$ cat config.mk
export PLATFORM = sky130hd
export DESIGN_NAME = slot_arb
export DESIGN_NICKNAME = d
export VERILOG_FILES = /design/src/rtl/slot_arb_pkg.sv /design/src/rtl/slot_arb_rr.sv /design/src/rtl/slot_arb_park.sv /design/src/rtl/slot_arb_slot.sv /design/src/rtl/slot_arb.sv
export SDC_FILE = /design/constraint.sdc
export NUM_CORES = 1
export LEC_CHECK = 0
export BUFFER_PORTS_ARGS = -buffer_cell sky130_fd_sc_hd__buf_4
export CAP_MARGIN = 0
export CORE_MARGIN = 2
export CORE_UTILIZATION = 60
export CTS_CLUSTER_SIZE = 30
export DETAILED_ROUTE_END_ITERATION = 10
export GPL_TIMING_DRIVEN = 1
export HOLD_SLACK_MARGIN = 0.15
export PLACE_DENSITY = 0.85
export SYNTH_ARGS = -nofsm -noshare
export SYNTH_HDL_FRONTEND = slang
export SYNTH_SLANG_ARGS = --single-unit
$ cat constraint.sdc
create_clock -name clk -period 7.4 [get_ports clk]
set_input_delay 1.11 -clock clk [delete_from_list [all_inputs] [get_ports clk]]
set_output_delay 1.11 -clock clk [all_outputs]
set_load 0.005 [all_outputs]
$ cat src/rtl/slot_arb_pkg.sv
package slot_arb_pkg;
  localparam int LIMIT_W = 8;
  localparam int FIXED_W = 3;

  typedef enum logic [1:0] {
    PARK_NONE  = 2'd0,
    PARK_LAST  = 2'd1,
    PARK_FIXED = 2'd2,
    PARK_RSVD  = 2'd3
  } park_mode_e;
endpackage

$ cat src/rtl/slot_arb_rr.sv
module slot_arb_rr #(
  parameter int N = 5,
  localparam int IW = $clog2(N)
) (
  input  logic [N-1:0]  cand_i,
  input  logic [IW-1:0] last_i,
  output logic          hit_o,
  output logic [IW-1:0] pick_o
);
  logic [IW-1:0] probe;

  // Walk from the farthest candidate to the nearest, so the nearest wins.
  always_comb begin
    hit_o  = 1'b0;
    pick_o = last_i;
    probe  = '0;
    for (int k = N; k >= 1; k--) begin
      probe = IW'((int'(last_i) + k) % N);
      if (cand_i[probe]) begin
        hit_o  = 1'b1;
        pick_o = probe;
      end
    end
  end
endmodule

$ cat src/rtl/slot_arb_park.sv
module slot_arb_park
  import slot_arb_pkg::*;
#(
  parameter int N = 5,
  localparam int IW = $clog2(N)
) (
  input  park_mode_e          mode_i,
  input  logic [FIXED_W-1:0]  fixed_i,
  input  logic [IW-1:0]       last_i,
  output logic                ok_o,
  output logic [IW-1:0]       idx_o
);
  always_comb begin
    ok_o  = 1'b0;
    idx_o = '0;
    case (mode_i)
      PARK_LAST: begin
        ok_o  = 1'b1;
        idx_o = last_i;
      end
      PARK_FIXED: begin
        if (int'(fixed_i) < N) begin
          ok_o  = 1'b1;
          idx_o = IW'(fixed_i);
        end
      end
      default: ok_o = 1'b0;
    endcase
  end
endmodule

$ cat src/rtl/slot_arb_slot.sv
module slot_arb_slot #(
  parameter int W = 8
) (
  input  logic         clk,
  input  logic         rst,
  input  logic         restart_i,
  input  logic         tick_i,
  input  logic [W-1:0] limit_i,
  output logic         expired_o
);
  logic [W-1:0] used_q;

  always_ff @(posedge clk) begin
    if (rst || restart_i)
      used_q <= '0;
    else if (tick_i && (used_q != {W{1'b1}}))
      used_q <= used_q + 1'b1;
  end

  // The current cycle is the L-th transfer of the burst.
  assign expired_o = (limit_i != '0) && (used_q >= (limit_i - W'(1)));
endmodule

$ cat src/rtl/slot_arb.sv
module slot_arb
  import slot_arb_pkg::*;
#(
  parameter int NUM_MASTERS = 5,
  localparam int IW = $clog2(NUM_MASTERS)
) (
  input  logic                   clk,
  input  logic                   rst,
  input  logic [NUM_MASTERS-1:0] req_i,
  input  logic [NUM_MASTERS-1:0] burst_end_i,
  input  logic [LIMIT_W-1:0]     cfg_limit_i,
  input  logic [1:0]             cfg_park_i,
  input  logic [FIXED_W-1:0]     cfg_fixed_i,
  output logic [NUM_MASTERS-1:0] gnt_o,
  output logic [IW-1:0]          gnt_idx_o,
  output logic                   connected_o
);
  localparam int N = NUM_MASTERS;

  logic          conn_q, conn_n;
  logic [IW-1:0] own_q, own_n;
  logic [IW-1:0] last_q, last_n, last_eff;
  logic [N-1:0]  gnt_q, gnt_n;
  logic [N-1:0]  own_mask, others;
  logic          xfer, cont, brk, arb_pt, expired;
  logic          rr_hit, pk_ok;
  logic [IW-1:0] rr_pick, pk_idx;
  park_mode_e    mode;

  assign mode     = park_mode_e'(cfg_park_i);
  assign xfer     = conn_q && req_i[own_q];
  assign cont     = xfer && !burst_end_i[own_q];
  assign own_mask = conn_q ? (N'(1) << own_q) : '0;
  assign others   = req_i & ~own_mask;
  assign brk      = cont && expired && (|others);
  assign arb_pt   = !cont || brk;
  assign last_eff = xfer ? own_q : last_q;

  slot_arb_rr #(.N(N)) u_rr (
    .cand_i (others),
    .last_i (last_eff),
    .hit_o  (rr_hit),
    .pick_o (rr_pick)
  );

  slot_arb_park #(.N(N)) u_park (
    .mode_i  (mode),
    .fixed_i (cfg_fixed_i),
    .last_i  (last_eff),
    .ok_o    (pk_ok),
    .idx_o   (pk_idx)
  );

  slot_arb_slot #(.W(LIMIT_W)) u_slot (
    .clk       (clk),
    .rst       (rst),
    .restart_i (arb_pt),
    .tick_i    (xfer),
    .limit_i   (cfg_limit_i),
    .expired_o (expired)
  );

  always_comb begin
    conn_n = conn_q;
    own_n  = own_q;
    if (arb_pt) begin
      if (rr_hit) begin
        conn_n = 1'b1;
        own_n  = rr_pick;
      end else if (pk_ok) begin
        conn_n = 1'b1;
        own_n  = pk_idx;
      end else begin
        conn_n = 1'b0;
      end
    end
    last_n = (arb_pt && rr_hit) ? rr_pick : last_eff;
  end

  for (genvar i = 0; i < N; i++) begin : g_gnt
    assign gnt_n[i] = conn_n && (own_n == IW'(i));
  end

  always_ff @(posedge clk) begin
    if (rst) begin
      conn_q <= 1'b0;
      own_q  <= '0;
      last_q <= '0;
      gnt_q  <= '0;
    end else begin
      conn_q <= conn_n;
      own_q  <= own_n;
      last_q <= last_n;
      gnt_q  <= gnt_n;
    end
  end

  assign gnt_o       = gnt_q;
  assign gnt_idx_o   = own_q;
  assign connected_o = conn_q;

  assert_reset_R1: assert property (@(posedge clk)
    rst |=> (gnt_o == '0 && !connected_o && gnt_idx_o == '0 && last_q == '0));

  assert_grant_shape_R9: assert property (@(posedge clk) disable iff (rst)
    $onehot0(gnt_o) && (connected_o == (gnt_o != '0)) &&
    (!connected_o || gnt_o[gnt_idx_o]));

  assert_idle_drop_R2: assert property (@(posedge clk) disable iff (rst)
    (req_i == '0 && (mode == PARK_NONE || mode == PARK_RSVD)) |=> !connected_o);

  assert_idle_last_R3: assert property (@(posedge clk) disable iff (rst)
    (req_i == '0 && mode == PARK_LAST) |=>
    (connected_o && gnt_idx_o == $past(last_q)));

  assert_idle_fixed_R4: assert property (@(posedge clk) disable iff (rst)
    (req_i == '0 && mode == PARK_FIXED && int'(cfg_fixed_i) < N) |=>
    (connected_o && gnt_idx_o == IW'($past(cfg_fixed_i))));

  assert_slot_break_R7: assert property (@(posedge clk) disable iff (rst)
    (connected_o && req_i[gnt_idx_o] && !burst_end_i[gnt_idx_o] && expired &&
     ((req_i & ~gnt_o) != '0)) |=> (gnt_idx_o != $past(gnt_idx_o)));

  assert_burst_hold_R8: assert property (@(posedge clk) disable iff (rst)
    (connected_o && req_i[gnt_idx_o] && !burst_end_i[gnt_idx_o] &&
     (cfg_limit_i == '0 || (req_i & ~gnt_o) == '0)) |=> $stable(gnt_o));
endmodule

* After elaboration in Yosys (flattened, before gate mapping)
Cells that the tools add are included.
W data, S select, Z words.
** Cells by class
- $add $sub $neg :: 7
- Multipliers :: 0
- Divide/modulo/power cells :: 5
- $lt $le $gt $ge :: 8
- Equality and inequality tests :: 7
- Shift-type cells :: 1
- Mux-type cells :: 37
- Bitwise logic cells :: 2
- Reductions and logical operators :: 19
** Operators by type and width (number)
- $mod A32 B4 Y32 const B :: 5
- $mux W3 :: 11
- $lt A3 B4 Y1 const B :: 6
- $bmux W1 S3 :: 7
- $mux W1 :: 16
- $logic_and A1 B1 Y1 :: 12
- $add A3 B2 Y4 const B :: 2
- $add A3 B3 Y4 const B :: 2
- $add A8 B1 Y8 const B :: 1
- $ge A8 B8 Y1 :: 1
- $ne A8 B8 Y1 const B :: 1
- $reduce_bool A8 Y1 :: 1
- $sub A8 B1 Y8 const B :: 1
- $eq A3 B2 Y1 const B :: 2
- $pmux W3 S2 :: 1
- $and A5 B5 Y5 :: 1
- $mux W5 :: 1
- $not A5 Y5 :: 1
- $reduce_or A5 Y1 :: 1
- $shl A1 B3 Y5 const A :: 1
- $add A3 B1 Y4 const B :: 1
- $eq A3 B1 Y1 const B :: 1
- $eq A3 B3 Y1 const B :: 1
- $logic_not A3 Y1 :: 1
- 6 further kinds :: 8
** Word-level totals
- Flip-flop bits (word level) :: 20
- Latch bits :: 0
- Bits in writable memories :: 0
- Memory bits (read-only) :: 0
- Output and inout bits :: 9
- Word-level logic and storage cells :: 91
- Memories :: 0

* Longest topological paths before layout
Gate-level depths: netlist of the first run.
- Depth after elaboration :: 17
- Gate-level depth with buffers :: 25
- Mapped depth without buffers :: 24

* Cells and area by module
Synthesis of the first run repeated with hierarchy kept, for this count alone.
** Second synthesis, totals
- Cell total of the unflattened synthesis :: 436
- Area, all modules :: 3393.3 µm²
** Modules (own cells, without submodules)
- slot_arb_rr :: times used 1, cells each 227, area an instance 1676.6 µm², seq. area each 0.0 µm²
- slot_arb :: times used 1, cells each 107, area an instance 927.1 µm², seq. area each 240.2 µm²
- slot_arb_slot :: times used 1, cells each 85, area an instance 681.9 µm², seq. area each 160.2 µm²
- slot_arb_park :: times used 1, cells each 17, area an instance 107.6 µm², seq. area each 0.0 µm²

* Worst setup path before layout of the first run
No wires, ideal clock.
- Path type :: input to register
- Start :: input req_i[1]
- End :: register gnt_q[3] (netlist: gnt_o[3])
- Library setup time :: 117 ps
- Arrival :: 6114 ps
- Data required time :: 7283 ps
- Setup slack :: 1169 ps
- Cell stages on the path :: 20
- Cells stage by stage :: mux2_4 a22oi_4 mux2_4 buf_2 ha_1 buf_1 a31o_1 a41oi_2 inv_2 ha_1 or4b_4 o21ai_2 o311a_4 mux2_1 a211o_1 nand3b_2 nand4_1 or4_1 o221a_4 and4b_1
** Between the ends
- Word-level cells in the longest chain between the ends :: 17
** RTL lines
- start, declared :: RTL line slot_arb.sv:9 : input logic [NUM_MASTERS-1:0] req_i,
- $bmux W1 S3 :: RTL line slot_arb.sv:31 : assign xfer = conn_q && req_i[own_q];
- $mux W1 (not written as such) :: RTL line slot_arb.sv:31
- $logic_and A1 B1 Y1 :: RTL line slot_arb.sv:31
- $mux W3 :: RTL line slot_arb.sv:37 : assign last_eff = xfer ? own_q : last_q;
- $add A3 B3 Y4 :: RTL line slot_arb_rr.sv:18 : probe = IW'((int'(last_i) + k) % N);
- $mod A32 B4 Y32 :: RTL line slot_arb_rr.sv:18
- $bmux W1 S3 :: RTL line slot_arb_rr.sv:19 : if (cand_i[probe]) begin
- $mux W1 (not written as such) :: RTL line slot_arb_rr.sv:19
- $mux W3 or $mux W1 (tied branches) (5 in a row) :: RTL line slot_arb_rr.sv:19
- $mux W3 :: RTL line slot_arb.sv:67 : if (rr_hit) begin
- $mux W3 :: RTL line slot_arb.sv:66 : if (arb_pt) begin
- $eq A3 B2 Y1 :: RTL line slot_arb.sv:81 : assign gnt_n[i] = conn_n && (own_n == IW'(i));
- $logic_and A1 B1 Y1 (*) :: RTL line slot_arb.sv:81
- end signal, assigned :: RTL line slot_arb.sv:94 : gnt_q <= gnt_n;
- end, declared :: RTL line slot_arb.sv:23 : logic [N-1:0] gnt_q, gnt_n;
Mark *: on every way between the ends. The rest lies on a longest branch, timed or not. The select of a mux whose other input is x is not followed.
A chain may end at the register's enable or synchronous reset.

* Worst setup path in the final report of the first run
- Start :: input req_i[1]
- End :: register gnt_q[4] (netlist: gnt_o[4])
** Between the ends
- Word-level cells in the longest chain between the ends :: 17
** RTL lines (RTL line)
- $bmux W1 S3 :: slot_arb.sv:31
- $mux W1 (not written as such) :: slot_arb.sv:31
- $logic_and A1 B1 Y1 :: slot_arb.sv:31
- $mux W3 :: slot_arb.sv:37
- $add A3 B3 Y4 :: slot_arb_rr.sv:18
- $mod A32 B4 Y32 :: slot_arb_rr.sv:18
- $bmux W1 S3 :: slot_arb_rr.sv:19
- $mux W1 (not written as such) :: slot_arb_rr.sv:19
- $mux W3 or $mux W1 (tied branches) (5 in a row) :: slot_arb_rr.sv:19
- $mux W3 :: slot_arb.sv:67
- $mux W3 :: slot_arb.sv:66
- $eq A3 B3 Y1 :: slot_arb.sv:81
- $logic_and A1 B1 Y1 (*) :: slot_arb.sv:81
Marked as above.

==> flow_summary.toml, run 1 <==
[yosys]
avgSynthCellArea_um2 = 8.02
synth-compound-area-share_pct = 33.1
ys_seq_elements = 20
synth_fa_ha_area_share_pct = 11.4
synth_warnings = 0
syn-cell-area_mm2 = 0.00384
yosysSeqAreaShare_pct = 10.4
syn_nets = 539
synth_edf_count = 0
synth_xor_area_share_pct = 5.47
synth_ff_type = "dfxtp_1"
synthSimpleGateAreaFrac_pct = 26.1
synth_cell_types = 108
synth_cells = 479
async_reset_ff_share_pct = 0
synth_top_family_by_area = "compound AO/OA/AOI/OAI gates"
synth_mux_area_share_pct = 7.62

[setup_path]
crit_type = "primary input to flop"
worstPathRequired_ns = 7.56
critPathMaxFanout = 19
critPathArrivalTime_ns = 7.03
startpoint_type = "primary input"
r2r_start = "gnt_idx_o[1]"
critPathLaunch = "req_i[1]"
reg2reg_depth = 24
end_kind = "flop"

[cts]
cts-root-buf = "clkbuf_8"
cts_max_level = 1
cts_resized = 0
path_clk_slew_ns = 0.08
hold_buffers = 0
cts_buffer_depth = 2
clk_latency_ns = 0.26
cts.sinks = 20
cts_buffers = 3
cts_setup_buffers = 0
cts_tree = "done"

[timing]
hold_viol = 0
fin_crit_sh_pct = 92.8
max_freq_ghz = 0.146
slew_viol_final = 0
holdWs_ns = 0.593
setup_violations = 0
worstMarginPinSlew_ns = 1.01
min_period_ns = 6.87
clock_skew_ns = 0.00539
fin_setup_tns_ns = 0
rsz0062_at_grt = "false"
slew_headroom_pct = 32.1

[cells_and_area]
final_cell_mix = "nor2_1 (49), buf_4 (37), nand2_1 (35), ha_1 (35), a21oi_1 (23)"
layout-drive-gt1-share_pct = 19.6
filler_cell_count = 527
nNetsFinal = 562
diodes = 0
mostFrequentLayoutCell = "nor2_1"
area_growth_pct = 7.85

[place]
dpl.hpwl_um = 8530
gp_congestion = 1.03
io_buffers = 33

[routing]
vias = 4000
drc = 0
viasPerCell = 6.92
drt-wirelength-per-cell_um = 18.8
drt_iter0_drc = 436
drtPass1Iterations = 5
wirelength_um = 10900
antenna_left = 0

[grt]
grt_use_total_pct = 29.9
overflow = 0
grt_pass1_vias = 3761
antenna_found_initial = 0
grt_max_degree = 23
grt_pass1_wl_um = 17700

[flow_run]
maxCapViolations = 0

[floorplanning]
chipHeight_um = 84.0
rows = 29
core_area_mm2 = 0.00628
fp.dieArea_mm2 = 0.00706
pin_count = 34
start_util_pct = 61.2
die_x_um = 84.0

[hold_path]
holdCritStartpoint = "u_slot.used_q[6]"
worstHoldPathType = "flop to flop"
whs_path_depth = 2

[status]
status = "complete, no violations"
-- registers in the layout, summed over array words and instances, names as in the netlist --
register / count
connected_o: 1
gnt_idx_o: 3
gnt_o: 5
last_q: 3
u_slot.used_q: 8
-- area by class of cell --
| type | count | area (um2) | area share (%) |
|---|---|---|---|
| clock buffer | 3 | 41.3 | 0.997 |
| clock inverter | 1 | 30.0 | 0.725 |
| inverter | 21 | 80.1 | 1.93 |
| multi-input combinational | 419 | 3220 | 77.7 |
| sequential | 20 | 400 | 9.66 |
| tap | 77 | 96.3 | 2.33 |
| timing repair buffer | 37 | 278 | 6.70 |
-- stage by stage --
step           worst slack, ns  instances  util (%)  instance area [um2]
2_1_floorplan             1.17        479         -                 3840
3_3_place_gp             0.646        574      64.9                 4070
3_5_place_dp             0.358        574      64.9                 4070
4_1_cts                  0.610        578      66.0                 4140
5_1_grt                  0.132        578      66.0                 4140
6_report                 0.532        578      66.0                 4140
-- kinds of logic (layout without fill, tap and decap cells) --
family	Yosys count	in the layout
simple gates	180	180
compound gates	157	157
buf+inv	40	62
fa+ha+maj	35	35
xor+xnor	24	24
mux	23	23
flops	20	20
-- critical path, stage by stage --
cell       delay, ns
buf_4           0.13
mux2_4          0.31
a22oi_4         0.37
mux2_4          0.46
inv_2           0.18
ha_1            0.27
inv_1           0.11
nor3_1          0.33
a221oi_4        0.10
ha_1            0.22
nor2_1          0.19
a21oi_1         0.16
xnor2_1         0.28
ha_1            0.29
nand2b_1        0.12
nand2_1         0.11
a211o_1         0.12
o311a_4         0.23
mux2_1          0.33
a211o_1         0.32
nand3b_2        0.13
nand4_1         0.17
a2111oi_1       0.49
a211oi_2        0.16
nor4b_2         0.32
-- path summary, 6_finish.rpt --
kind,slack [ns],endpoint
worst max-delay path,0.53,gnt_o[4]
worst min-delay path,0.59,u_slot.used_q[6]
worst max register to register,0.71,gnt_o[4]
worst min register to register,0.59,u_slot.used_q[6]
-- cell usage after synthesis (3+ instances only) --
cell / n / area (um2)
nor2_1: 49 / 184
ha_1: 35 / 438
nand2_1: 35 / 131
a21oi_1: 23 / 115
dfxtp_1: 20 / 400
inv_1: 17 / 63.8
xnor2_1: 17 / 149
o21ai_0: 16 / 80.1
o211ai_1: 13 / 97.6
nand3_1: 12 / 60.1
nor3_1: 12 / 60.1
mux2i_1: 11 / 110
a211oi_1: 10 / 75.1
a21o_1: 10 / 75.1
nand2b_1: 9 / 56.3
a31oi_1: 8 / 50.1
xor2_1: 7 / 61.3
buf_6: 6 / 67.6
nand4_1: 6 / 37.5
a211o_1: 5 / 43.8
nor2b_1: 5 / 31.3
or3_1: 5 / 31.3
a221oi_1: 4 / 35.0
and3_1: 4 / 25.0
buf_2: 4 / 20.0
o21a_1: 4 / 30.0
o31ai_1: 4 / 30.0
a21oi_2: 3 / 26.3
and2_1: 3 / 18.8
buf_4: 3 / 22.5
clkbuf_1: 3 / 11.3
inv_2: 3 / 11.3
mux2_2: 3 / 33.8
mux2_4: 3 / 45.0
nor4b_1: 3 / 26.3
o211a_1: 3 / 30.0
o21ai_1: 3 / 15.0
o22ai_1: 3 / 18.8
o31a_1: 3 / 26.3
or4_1: 3 / 22.5
-- layer usage --
layer,vias up,part of all wire [%],global-route usage [%]
li1,1862,-,-
met1,1881,42,39.3
met2,218,47,50.8
met3,39,8.1,3.17
met4,0,3.0,10.3
met5,-,0,0
Power of run 1 is not shown: default switching activity piles up to over one toggle a cycle in this logic, so the estimate is an artifact.
==> run 2: changes to the inputs <==
- CORE_UTILIZATION: 60 -> 50
- PLACE_DENSITY: 0.85 -> 0.74
==> run 2 against run 1 <==
Net effect:
- die area is 19% higher
- final cell count grew 3.8%
- wire length rose by 1.6%
- utilization decreased by 9.1 points
- largest cell class unchanged
- via count shrank 2.2%
- global-route usage decreased by 3.9 points
- non-clock buffer count unchanged
- register-to-register slack worse by 0.02 ns
- clock skew shrank 0.0032 ns
- first-iteration DRC count decreased by 22%
==> flow_summary.toml, run 2 (synthesized netlist as in run 1, its figures left out) <==
[setup_path]
slowest_delay_ns = 0.91
worstPathRequired_ns = 7.59
end_kind = "flop"
crit_top_cell = "ha_1"
critPathArrivalTime_ns = 6.90
startpoint_type = "flop"
slowest_stage = "dfxtp_1"
crit_family = "simple AND/OR/NAND/NOR gates"
crit_type = "flop to flop"
path_buf_inv = 2
path_cells = "and4bb_1, a21boi_0, mux2_4, inv_2, ha_1, inv_1, nor2_1, a221oi_4, ha_1, nor2_1, a21oi_1, xnor2_1, ha_1, nand2b_1, nand2_1, a211o_1, o311a_4, mux2i_1, a221oi_1, nand3b_2, nand4_1, or4_1, o221a_4, nor4b_2"
critPathMaxFanout = 21

[timing]
slew_viol_final = 0
fin_crit_sh_pct = 90.7
fin_setup_tns_ns = 0
max_freq_ghz = 0.149
slew_headroom_pct = 36.7
rsz0062_at_grt = "false"
hold_viol = 0
setup_violations = 0
clock_skew_ns = 0.00220
worstMarginPinSlew_ns = 0.942
min_period_ns = 6.71

[cts]
cts_max_level = 1
path_clk_slew_ns = 0.08
cts_tree = "done"
cts_buffer_depth = 2
cts.sinks = 20
clk_latency_ns = 0.27
cts_buffers = 3
cts_setup_buffers = 0
cts-root-buf = "clkbuf_8"
hold_buffers = 0
cts_resized = 0

[routing]
drt_iter0_drc = 340
vias = 3914
viasPerCell = 6.52
drc = 0
wirelength_um = 11000
antenna_left = 0
drtPass1Iterations = 5
drt-wirelength-per-cell_um = 18.4

[floorplanning]
core_area_mm2 = 0.00733
pin_count = 34
chipHeight_um = 91.7
start_util_pct = 52.4
fp.dieArea_mm2 = 0.00840
rows = 31
die_x_um = 91.7

[place]
io_buffers = 33
gp_congestion = 0.986
placedCellCount = 596
dpl.hpwl_um = 8500

[cells_and_area]
mostFrequentLayoutCell = "nor2_1"
regArea_um2 = 400
filler_cell_count = 662
diodes = 0
multi_input_area_mm2 = 0.00322
final_core_util_pct = 56.9
largest_reg_flops = 8
final_cell_mix = "nor2_1 (49), buf_4 (37), nand2_1 (35), ha_1 (35), a21oi_1 (23)"
regMostFlops = "u_slot.used_q"
nNetsFinal = 562
layout-drive-gt1-share_pct = 19.6
stdcell_count = 600
area_growth_pct = 8.57

[grt]
grt_pass1_wl_um = 17900
grt_pass1_vias = 3716
grt_max_degree = 23
grt_use_total_pct = 26.0
overflow = 0
antenna_found_initial = 0

[status]
status = "complete, no violations"

[flow_run]
maxCapViolations = 0

[hold_path]
worstHoldPathType = "flop to flop"
-- run 2: cell counts in the layout (fill, tap and decap cells not counted) --
No cell type changed its count.
-- run 2: stage by stage --
step,cell area [um2],worst slack (ns),hold slack [ns]
final,4170,0.688,0.576
after global routing,4170,0.306,0.615
after CTS,4170,0.842,0.580
after detailed placement,4100,0.654,0.542
after global placement,4100,0.768,0.532
after floorplan,3840,1.17,0.507
-- run 2: worst register-to-register path, delay by kind of cell, from the launching register on --
family	cells	cell delay (ns)
compound gates	7	1.97
xor+xnor	1	0.16
fa+ha+maj	3	0.79
buf+inv	2	0.29
flops	1	0.91
mux	2	0.54
simple gates	9	1.99
-- run 2: metal layers --
metal  part of all wire (%)  track usage (%)
met1                     43             31.6
met2                     49             46.0
met3                    5.5             2.63
met4                    2.8             11.5
met5                      0                0
-- run 2: final cells by class --
| type | count | share of cell area, % |
|---|---|---|
| Clock inverter | 1 | 0.720 |
| Tap cell | 99 | 2.97 |
| Multi-Input combinational cell | 419 | 77.1 |
| Inverter | 21 | 1.92 |
| Clock buffer | 3 | 0.990 |
| Sequential cell | 20 | 9.60 |
| Timing Repair Buffer | 37 | 6.66 |
-- run 2: final timing paths --
| kind | depth (start not counted) | slack [ns] | to | start |
|---|---|---|---|---|
| max reg2reg | 24 | 0.69 | gnt_o[4] | gnt_idx_o[1] |
| min | 2 | 0.58 | u_slot.used_q[1] | u_slot.used_q[1] |
| min reg2reg | 2 | 0.58 | u_slot.used_q[1] | u_slot.used_q[1] |
| max | 24 | 0.69 | gnt_o[4] | gnt_idx_o[1] |
Power of run 2 is left out for the same reason.
==> run 3: changes to the inputs <==
- MAX_ROUTING_LAYER: not set -> met4
- PLACE_DENSITY: 0.74 -> 0.76
- SLEW_MARGIN: not set -> 40
- clock period: 7.4 -> 5.5 ns (I/O delays scaled with it)
==> run 3 against run 2 <==
Net effect:
- utilization is 9.8 points higher
- register-to-register slack worse by 0.50 ns
- hold slack got worse by 0.013 ns
- sequential cell count did not move
- clock skew decreased by 0.0013 ns
- critical path depth up 1
- critical endpoint is now gnt_o[3]
==> flow_summary.toml, run 3 (synthesized netlist as in run 1, its figures left out) <==
[setup_path]
crit_type = "primary input to flop"
reg2reg_slack_ns = 0.19
slowest_delay_ns = 0.53
critPathArrivalTime_ns = 5.58
critPathLaunch = "req_i[1]"
critPathMaxFanout = 6
r2r_start = "gnt_idx_o[0]"
reg2reg_depth = 24
path_buf_inv = 3
end_kind = "flop"
startpoint_type = "primary input"
cp.depth = 25
cp-endpoint = "gnt_o[3]"
worstPathRequired_ns = 5.65
r2r-end = "gnt_o[3]"
slowest_stage = "or4_1"
crit_top_cell = "mux2_4"
crit_family = "simple AND/OR/NAND/NOR gates"

[grt]
grt_pass1_wl_um = 20400
antenna_found_initial = 0
grt_use_total_pct = 29.8
grt_pass1_vias = 4273
grt_max_degree = 22
overflow = 0

[timing]
slew_headroom_pct = 55.4
fin_setup_tns_ns = 0
worstMarginPinSlew_ns = 0.652
slew_viol_final = 0
rsz0062_at_grt = "true"
min_period_ns = 5.43
fin_crit_sh_pct = 98.7
holdWs_ns = 0.563
setup_violations = 0
clock_skew_ns = 0.000947
hold_viol = 0
max_freq_ghz = 0.184

[cts]
cts-root-buf = "clkbuf_8"
hold_buffers = 0
path_clk_slew_ns = 0.07
cts_max_level = 1
cts.sinks = 20
clk_latency_ns = 0.25
cts_buffer_depth = 2
cts_buffers = 3
cts_tree = "done"

[cells_and_area]
final_cell_area_mm2 = 0.00489
filler_cell_count = 587
diodes = 0
largest_reg_flops = 8
regMostFlops = "u_slot.used_q"
nNetsFinal = 632
area_growth_pct = 27.3
mostFrequentLayoutCell = "buf_4"
layout-drive-gt1-share_pct = 34.5
final_cell_mix = "buf_4 (106), nor2_1 (48), nand2_1 (34), ha_1 (26), a21oi_1 (21)"

[floorplanning]
rows = 31
pin_count = 34
die_x_um = 91.7
fp.dieArea_mm2 = 0.00840
start_util_pct = 52.4
core_area_mm2 = 0.00733
chipHeight_um = 91.7

[routing]
vias = 4202
viasPerCell = 6.27
drt_iter0_drc = 288
wirelength_um = 11900
antenna_left = 0
drc = 0
drtPass1Iterations = 8
drt-wirelength-per-cell_um = 17.8

[place]
placed_cell_area_mm2 = 0.00477
gp_congestion = 1.00
dpl.hpwl_um = 9720
io_buffers = 33

[hold_path]
worstHoldPathType = "flop to flop"

[status]
status = "complete, no violations"

[flow_run]
maxCapViolations = 0
run 3: changes by cell type in the layout (fill, tap and decap cells not counted), moves of 2 or more:
cell | before | now
o31ai_1 | 4 | 2
ha_2 | 0 | 5
a21oi_1 | 23 | 21
ha_4 | 0 | 4
a21oi_2 | 3 | 5
buf_4 | 37 | 106
o31ai_2 | 0 | 2
ha_1 | 35 | 26
run 3: repair_timing:
action                     CTS  global route
buffers inserted             0             1
hold endpoints to repair     0             0
gates resized for setup      0             6
setup endpoints to repair    0             8
run 3: area by class of cell:
type	instances	area (um2)	area share (%)
Timing Repair Buffer	107	816	16.7
Inverter	21	85.1	1.74
Multi-Input combinational cell	419	3390	69.4
Clock inverter	1	30.0	0.614
Clock buffer	3	41.3	0.844
Sequential cell	20	402	8.21
Tap cell	99	124	2.53
run 3: worst min-delay path: cells and delay by family, from the launching register on:
family	cells	cell delay [ns]
and+or+nand+nor	1	0.07
DFF	1	0.37
xor gates and xnor gates	1	0.09
run 3: metal layers:
metal  vias to the layer above  wire, um  GRT usage [%]
met1                      1981      5230           37.5
met4                         0       298           6.82
li1                       2010         -              -
met2                       173      5780           51.3
met3                        38       639           3.37
met5                         -         0              -
run 3: how the worst min path moves through the flow:
stage	to	slack (ns)	depth (start not counted)	start
floorplan	u_slot.used_q[6]	0.51	2	u_slot.used_q[6]
global placement	u_slot.used_q[6]	0.53	2	u_slot.used_q[6]
detailed placement	u_slot.used_q[6]	0.54	2	u_slot.used_q[6]
CTS	u_slot.used_q[6]	0.56	2	u_slot.used_q[6]
global route	u_slot.used_q[6]	0.59	2	u_slot.used_q[6]
finish	u_slot.used_q[6]	0.56	2	u_slot.used_q[6]
run 3: through the flow:
step | utilization, % | cells | setup WS [ns]
finish | 66.7 | 670 | 0.0712
floorplan | - | 479 | -0.0545
CTS | 66.1 | 669 | 0.0936
detailed placement | 65.1 | 665 | -0.137
global placement | 65.1 | 665 | 0.0160
global route | 66.7 | 670 | -0.112
Power of run 3 is left out for the same reason.
